[config.mk]
export PLATFORM = sky130hd
export DESIGN_NAME = ext_irq_router
export DESIGN_NICKNAME = d
export VERILOG_FILES = /design/src/rtl/ext_irq_pkg.sv /design/src/rtl/ext_irq_sync.sv /design/src/rtl/ext_irq_bank.sv /design/src/rtl/ext_irq_router.sv
export SDC_FILE = /design/constraint.sdc
export NUM_CORES = 1
export LEC_CHECK = 0
export BUFFER_PORTS_ARGS = -buffer_cell sky130_fd_sc_hd__buf_4
export CAP_MARGIN = 30
export CORE_MARGIN = 2
export CORE_UTILIZATION = 41
export DETAILED_ROUTE_END_ITERATION = 16
export PLACE_DENSITY = 0.65
export SYNTH_ARGS = -nofsm -noshare
export SYNTH_HDL_FRONTEND = slang
export SYNTH_HIERARCHICAL = 1
export SYNTH_SLANG_ARGS = --single-unit
export TNS_END_PERCENT = 1
[constraint.sdc]
create_clock -name clk -period 5.2 [get_ports clk]
set_input_delay 1.04 -clock clk [delete_from_list [all_inputs] [get_ports clk]]
set_output_delay 1.04 -clock clk [all_outputs]
set_load 0.05 [all_outputs]
[src/rtl/ext_irq_pkg.sv]
package ext_irq_pkg;

    localparam int BANK_LINES = 32;
    localparam int LINE_W     = 5;
    localparam int ADDR_W     = 16;
    localparam int DATA_W     = 32;
    localparam int MAX_BANKS  = 4;
    localparam int BANK_W     = 2;

    typedef enum logic [2:0] {
        RK_NONE,
        RK_STATUS,
        RK_SENSE,
        RK_ENABLE,
        RK_ROUTE
    } reg_kind_e;

    typedef struct packed {
        reg_kind_e          kind;
        logic [BANK_W-1:0]  bank;
        logic [LINE_W-1:0]  line;
    } reg_sel_t;

    // Map a byte address onto register kind, bank and line.
    function automatic reg_sel_t decode_addr(input logic [ADDR_W-1:0] a);
        reg_sel_t   s;
        logic [3:0] blk;
        s.kind = RK_NONE;
        s.bank = a[4:3];
        s.line = a[6:2];
        blk    = a[15:12] - 4'd1;
        if (a[15:12] == 4'd0) begin
            if (a[11:10] == 2'd0 && a[7:5] == 3'd0 && a[2:0] == 3'd0) begin
                case (a[9:8])
                    2'd0:    s.kind = RK_STATUS;
                    2'd1:    s.kind = RK_SENSE;
                    2'd2:    s.kind = RK_ENABLE;
                    default: s.kind = RK_NONE;
                endcase
            end
        end else if (a[15:12] <= 4'(MAX_BANKS) && a[11:7] == 5'd0 && a[1:0] == 2'd0) begin
            s.kind = RK_ROUTE;
            s.bank = blk[BANK_W-1:0];
        end
        return s;
    endfunction

endpackage

[src/rtl/ext_irq_sync.sv]
module ext_irq_sync #(
    parameter int WIDTH = 32
) (
    input  logic             clk,
    input  logic             rst_n,
    input  logic [WIDTH-1:0] async_in,
    output logic [WIDTH-1:0] sync_out
);

    typedef struct packed {
        logic [WIDTH-1:0] meta;
        logic [WIDTH-1:0] stable;
    } sync_st_t;

    sync_st_t st_d, st_q;

    always_comb begin
        st_d        = st_q;
        st_d.meta   = async_in;
        st_d.stable = st_q.meta;
    end

    always_ff @(posedge clk or negedge rst_n) begin
        if (!rst_n) st_q <= '0;
        else        st_q <= st_d;
    end

    assign sync_out = st_q.stable;

endmodule

[src/rtl/ext_irq_bank.sv]
module ext_irq_bank
    import ext_irq_pkg::*;
#(
    parameter int NUM_THREADS = 4,
    parameter int VEC_W       = 4
) (
    input  logic                    clk,
    input  logic                    rst_n,
    input  logic [BANK_LINES-1:0]   irq_sync,
    input  logic                    wr_en,
    input  reg_kind_e               sel_kind,
    input  logic [LINE_W-1:0]       sel_line,
    input  logic [DATA_W-1:0]       wr_data,
    output logic [DATA_W-1:0]       rd_data,
    output logic [NUM_THREADS-1:0]  hits,
    output logic [BANK_LINES-1:0]   status_o,
    output logic [BANK_LINES-1:0]   sense_o,
    output logic [BANK_LINES-1:0]   enable_o,
    output logic                    route_any_o
);

    localparam int BL = BANK_LINES;

    typedef struct packed {
        logic [BL-1:0]       status;
        logic [BL-1:0]       sense;
        logic [BL-1:0]       enable;
        logic [BL-1:0]       prev;
        logic [BL*VEC_W-1:0] route;
    } bank_st_t;

    bank_st_t      st_d, st_q;
    logic [BL-1:0] rise;
    logic [BL-1:0] toggle;

    always_comb begin
        st_d      = st_q;
        st_d.prev = irq_sync;
        rise      = irq_sync & ~st_q.prev;
        toggle    = (wr_en && sel_kind == RK_STATUS) ? wr_data : '0;
        for (int i = 0; i < BL; i++) begin
            if (st_q.sense[i]) begin
                // level: follow input, a written 1 drops it for one cycle
                st_d.status[i] = irq_sync[i] & ~toggle[i];
            end else begin
                // edge: capture wins over a simultaneous toggle
                st_d.status[i] = rise[i] | (st_q.status[i] ^ toggle[i]);
            end
        end
        if (wr_en) begin
            case (sel_kind)
                RK_SENSE:  st_d.sense  = wr_data;
                RK_ENABLE: st_d.enable = wr_data;
                RK_ROUTE:  st_d.route[sel_line*VEC_W +: VEC_W] = wr_data[VEC_W-1:0];
                default:   ;
            endcase
        end
    end

    always_ff @(posedge clk or negedge rst_n) begin
        if (!rst_n) st_q <= '0;
        else        st_q <= st_d;
    end

    // Per-thread request: enabled, pending and routed to that thread.
    always_comb begin
        for (int t = 0; t < NUM_THREADS; t++) begin
            hits[t] = 1'b0;
            for (int i = 0; i < BL; i++) begin
                if (st_q.status[i] && st_q.enable[i] &&
                    st_q.route[i*VEC_W +: VEC_W] == VEC_W'(t + 1)) begin
                    hits[t] = 1'b1;
                end
            end
        end
    end

    always_comb begin
        case (sel_kind)
            RK_STATUS: rd_data = st_q.status;
            RK_SENSE:  rd_data = st_q.sense;
            RK_ENABLE: rd_data = st_q.enable;
            RK_ROUTE:  rd_data = DATA_W'(st_q.route[sel_line*VEC_W +: VEC_W]);
            default:   rd_data = '0;
        endcase
    end

    assign status_o    = st_q.status;
    assign sense_o     = st_q.sense;
    assign enable_o    = st_q.enable;
    assign route_any_o = |st_q.route;

endmodule

[src/rtl/ext_irq_router.sv]
module ext_irq_router
    import ext_irq_pkg::*;
#(
    parameter int NUM_BANKS   = 2,
    parameter int NUM_THREADS = 4,
    parameter int VEC_W       = 4
) (
    input  logic                          clk,
    input  logic                          rst_n,
    input  logic [NUM_BANKS*32-1:0]       irq_in,
    input  logic [15:0]                   reg_addr,
    input  logic                          reg_wen,
    input  logic [31:0]                   reg_wdata,
    output logic [31:0]                   reg_rdata,
    output logic [NUM_THREADS-1:0]        trig_out
);

    localparam int LINES = NUM_BANKS * BANK_LINES;

    typedef struct packed {
        logic [NUM_THREADS-1:0] trig;
    } top_st_t;

    top_st_t              st_d, st_q;
    reg_sel_t             sel;
    logic                 bank_ok;
    logic [LINES-1:0]     irq_sync;
    logic [LINES-1:0]     status_all;
    logic [LINES-1:0]     sense_all;
    logic [LINES-1:0]     enable_all;
    logic [NUM_BANKS-1:0] route_any_b;
    logic                 route_any;
    logic [DATA_W-1:0]    bank_rd  [NUM_BANKS];
    logic [NUM_THREADS-1:0] bank_hit [NUM_BANKS];

    assign sel     = decode_addr(reg_addr);
    assign bank_ok = (int'(sel.bank) < NUM_BANKS) && (sel.kind != RK_NONE);

    ext_irq_sync #(.WIDTH(LINES)) sync_i (
        .clk      (clk),
        .rst_n    (rst_n),
        .async_in (irq_in),
        .sync_out (irq_sync)
    );

    for (genvar b = 0; b < NUM_BANKS; b++) begin : g_bank
        logic wr_here;
        assign wr_here = reg_wen && bank_ok && (sel.bank == BANK_W'(b));

        ext_irq_bank #(
            .NUM_THREADS (NUM_THREADS),
            .VEC_W       (VEC_W)
        ) bank_i (
            .clk         (clk),
            .rst_n       (rst_n),
            .irq_sync    (irq_sync[b*BANK_LINES +: BANK_LINES]),
            .wr_en       (wr_here),
            .sel_kind    (sel.kind),
            .sel_line    (sel.line),
            .wr_data     (reg_wdata),
            .rd_data     (bank_rd[b]),
            .hits        (bank_hit[b]),
            .status_o    (status_all[b*BANK_LINES +: BANK_LINES]),
            .sense_o     (sense_all[b*BANK_LINES +: BANK_LINES]),
            .enable_o    (enable_all[b*BANK_LINES +: BANK_LINES]),
            .route_any_o (route_any_b[b])
        );
    end

    assign route_any = |route_any_b;

    always_comb begin
        reg_rdata = '0;
        for (int b = 0; b < NUM_BANKS; b++) begin
            if (bank_ok && sel.bank == BANK_W'(b)) reg_rdata = bank_rd[b];
        end
    end

    always_comb begin
        st_d      = st_q;
        st_d.trig = '0;
        for (int b = 0; b < NUM_BANKS; b++) st_d.trig = st_d.trig | bank_hit[b];
    end

    always_ff @(posedge clk or negedge rst_n) begin
        if (!rst_n) st_q <= '0;
        else        st_q <= st_d;
    end

    assign trig_out = st_q.trig;

endmodule

== After elaboration in Yosys (flattened, before gate mapping) ==
Index checks and enable logic that the tools add are counted.
W data, S select, Z words.

* Bits in registers: 644
* Output and inout port bits: 36
* Input bits: 115
* Logic and storage cells: 1225

* Equality and inequality tests: 263
* $add $sub $neg: 2
* Order comparisons: 2
* Mux-type cells: 333
* Shift operators: 4
* Bitwise gates (word level): 261
* Reductions and logical operators: 347

{| class="wikitable"
|+ Operator list
! cell !! number
|-
| $eq A4 B2 Y1 const B || 128
|-
| $logic_and A1 B1 Y1 || 332
|-
| $mux W1 || 320
|-
| $bwmux W128 || 2
|-
| $eq A4 B1 Y1 const B || 64
|-
| $eq A4 B3 Y1 const B || 64
|-
| $pmux W32 S4 || 2
|-
| $shiftx A128 B8 Y4 || 2
|-
| $mux W32 || 4
|-
| $shift A4 B34 Y128 const A || 1
|-
| $shiftx A4 B34 Y128 || 1
|-
| $and A1 B1 Y1 || 64
|-
| $and A32 B32 Y32 || 2
|-
| $not A1 Y1 || 64
|-
| $not A32 Y32 || 2
|-
| $or A1 B1 Y1 || 64
|-
| $xor A1 B1 Y1 || 64
|-
| $neg A7 Y34 || 1
|-
| $reduce_and A2 Y1 || 6
|-
| $logic_not A2 Y1 || 4
|-
| $eq A3 B2 Y1 const B || 2
|-
| $logic_not A3 Y1 || 2
|-
| $pmux W2 S3 || 1
|-
| $logic_not A5 Y1 || 1
|-
| 13 further kinds || 15
|}

== Longest topological paths before layout ==
* Depth in word-level cells: 35
* Gate-level depth with buffers: 17
* Mapped depth without buffers: 13

== By module ==
Netlist, hierarchy kept.

{| class="wikitable"
|+ By module, submodules not included
! module !! cells an instance !! instances !! sequential area each (µm²) !! area each (µm²)
|-
| ext_irq_bank (g_bank[1].bank_i) || 1417 || 1 || 6406.1 || 15077.0
|-
| ext_irq_bank (g_bank[0].bank_i) || 1446 || 1 || 6406.1 || 14939.3
|-
| ext_irq_sync || 128 || 1 || 3203.1 || 3203.1
|-
| ext_irq_router || 253 || 1 || 100.1 || 1430.1
|}

== Least setup slack after synthesis ==
OpenSTA, ideal clock, no wires.

* Path type: input port to output port
* Start: input reg_addr[12]
* End: output reg_rdata[2]
* Arrival time: 4.549 ns
* Buffers on the path: 4
* Data required time: 4.160 ns
* Stages: 15
* Slack: -0.389 ns
* Cells stage by stage: clkbuf_1 inv_1 clkbuf_1 ha_1 xor2_1 nor4_4 buf_2 buf_2 nor3b_1 nand2b_1 a21o_1 o211ai_1 nand2_1 a21o_1 a31oi_1

{| class="wikitable"
|+ RTL lines
! what !! RTL line !! RTL
|-
| from (decl) || ext_irq_router.sv:11 || <nowiki>input logic [15:0] reg_addr,</nowiki>
|-
| to (decl) || ext_irq_router.sv:14 || <nowiki>output logic [31:0] reg_rdata,</nowiki>
|}

==> impl_metrics.ini <==
[pwr]
power.switching_mw = 2.601
pwr-share-seq_pct = 47.4
power_leakage_nw = 16.34
cellPowerDensity_mw_per_mm2 = 286.4
p_sw_share_pct = 24.06
intPower_mw = 8.210
p_comb_share_pct = 5.3
clkPwrFrac_pct = 47.3
irDropWorstVdd_v = 0.0002663

[worst_setup_path]
path_common_cell = buf_4
cp_slowest_cell = or4_1
worst-setup-path-type = in2out
cp_num_buf_inv = 3
critPathCaptureType = output pin
path_cells = buf_4 > or4_1 > nor2_2 > o211a_4 > buf_4 > mux2_2 > a22oi_1 > nor2_1 > nand2_1 > a21o_1 > a31oi_1 > buf_4
arrival_ns = 4.07
worst_setup_path_start_kind = input pin
max_stage_delay_ns = 0.67
worst-path-max-fanout = 17
critPathTopFamily = simple AND/OR/NAND/NOR gates
cp_data_required_time_ns = 4.16
reg2reg_slack_ns = 2.46

[grt]
grt_max_degree = 106
grt_pass1_vias = 24890
grt_first_pass_wirelength_mm = 170.5
antenna_found_initial = 5
overflow = 0
grt.total_usage_pct = 28.23

[min_path]
hold_class = reg2reg

[sta]
period_share_pct = 98.36
rsz0062_at_grt = no
final_hold_viol_count = 0
fmax_ghz = 0.1955
fin_skew_ns = 0.01813
slew_violations = 0
worstMarginPinSlew_ns = 1.013
setup_tns_ns = 0
setup_viol = 0
slew_headroom_pct = 31.54
period_needed_ns = 5.115

[final_layout]
finish.instance_area_mm2 = 0.03774
layout-drive-gt1-share_pct = 27.34
areaGrowthSynthToFinish_pct = 15.18
nets = 3265
n_antenna_cell = 0

[clock_network]
ctsRootBufferMaster = clkbuf_16
cts.hold.buffers_added = 0
cts_resized = 0
cts_setup_buffers = 0
cts_tree = built
numCtsBuffers = 73
clk_path_buf_depth = 3
clk_pin_slew_ns = 0.06
htreeDepth = 3
cts.sinks = 644
clock_latency_ns = 0.64

[floorplan]
die-area_mm2 = 0.08220
initial_utilization_pct = 41.48
num_io_pins = 151
fp.dieW_um = 286.7
placementRows = 103
core-area_mm2 = 0.07900
fp.dieH_um = 286.7

[run_status]
outcome = complete, no violations

[logic_synthesis]
synth_nets = 3102
syn-cell-area_mm2 = 0.03277
postSynthAreaPerCell_um2 = 11.01
yosysWarnings = 6
synth_cells = 2977

[route]
antenna_left = 0
wl_met1_mm = 51.15
route.met2.wl_mm = 50.26
drc = 0
firstDrtPassIters = 8
met3_wirelength_mm = 10.82
vias = 26040
drt-initial-drc-count = 2594
drt-wirelength-per-cell_um = 27.47
vias_per_cell = 6.138
highest_layer = met5
postRouteWirelength_mm = 116.6

[place]
gp_congestion = 1.043
placed_cell_area_mm2 = 0.03539
portBuffers = 150
dp_hpwl_mm = 87.54

[run]
maxCapViolations = 0
-- sequential cells by signal, indices dropped and copies added (netlist names) --
signal	cells
g_bank.bank_i/status_o	64
g_bank.bank_i/st_q	320
trig_out	4
g_bank.bank_i/enable_o	64
sync_i/sync_out	64
sync_i/st_d	64
g_bank.bank_i/sense_o	64
-- layout by cell type (no fill, tap or decap), drive strengths merged, types with 12 or more instances in the layout --
master,n
o2111ai,16
and3,12
nand2b,13
a21oi,36
clkbuf,96
nand4b,27
a22oi,68
clkinv,18
o221ai,12
dfrtp,644
and2,37
nand4,64
o22ai,56
nor2b,23
mux2i,39
inv,88
a21o,35
nand2,330
nor3,70
nand3b,28
nor2,230
o2bb2ai,31
buf,223
o21ai,76
mux2,429
nor4b,19
a31oi,42
nor4bb,21
xor2,61
mux4,46
nor4,25
nand3,147
-- path summary, 6_finish.rpt --
kind | end | cells after the start | startpoint
worst max register to register | trig_out[1] | 7 | g_bank[0].bank_i/status_o[6]
max in group asynchronous | sync_i/sync_out[0] | 2 | rst_n
worst max-delay path | reg_rdata[14] | 12 | reg_addr[10]
worst min-delay path | sync_i/sync_out[15] | 0 | sync_i/st_d[15]
min in group asynchronous | sync_i/st_d[55] | 1 | rst_n
worst min register to register | sync_i/sync_out[15] | 0 | sync_i/st_d[15]
-- per-stage QoR --
stage                     util [%]  hold WS, ns  total power, mW  std cells  worst slack (ns)
after global routing         47.78       0.3540            11.18       4243           0.01137
after global placement       44.80       0.3317            5.781       4115           0.08458
final                        47.78       0.3425            10.81       4243           0.08535
after detailed placement     44.80       0.3347            5.783       4115           0.04322
after CTS                    47.77       0.3467            10.92       4243           0.03223
after floorplan                  -       0.3312            5.420       2977           -0.2439
-- layer usage --
metal  vias to the layer above  GRT usage, %
met2                      1278         41.60
met1                     13260         40.86
met3                       241         6.471
met5                         -             0
met4                         8         9.529
li1                      11260             -
-- cell type report --
class / count / area, µm²
Clock buffer: 96 / 2024
Timing Repair Buffer: 223 / 1861
Fill cell: 7212 / 41260
Tap cell: 1050 / 1314
Multi-Input combinational cell: 2115 / 15790
Sequential cell: 644 / 16120
Clock inverter: 32 / 325.3
Inverter: 83 / 311.5
-- power groups by stage --
stage,Clock [mW],Sequential [mW],Combinational [mW]
4_1_cts,5.23,5.12,0.573
3_5_place_dp,0,5.21,0.571
3_3_place_gp,0,5.21,0.571
6_report,5.11,5.12,0.577
5_1_grt,5.43,5.13,0.619
2_1_floorplan,0,5.20,0.223
No activity file was read; power rests on OpenSTA's default activity.
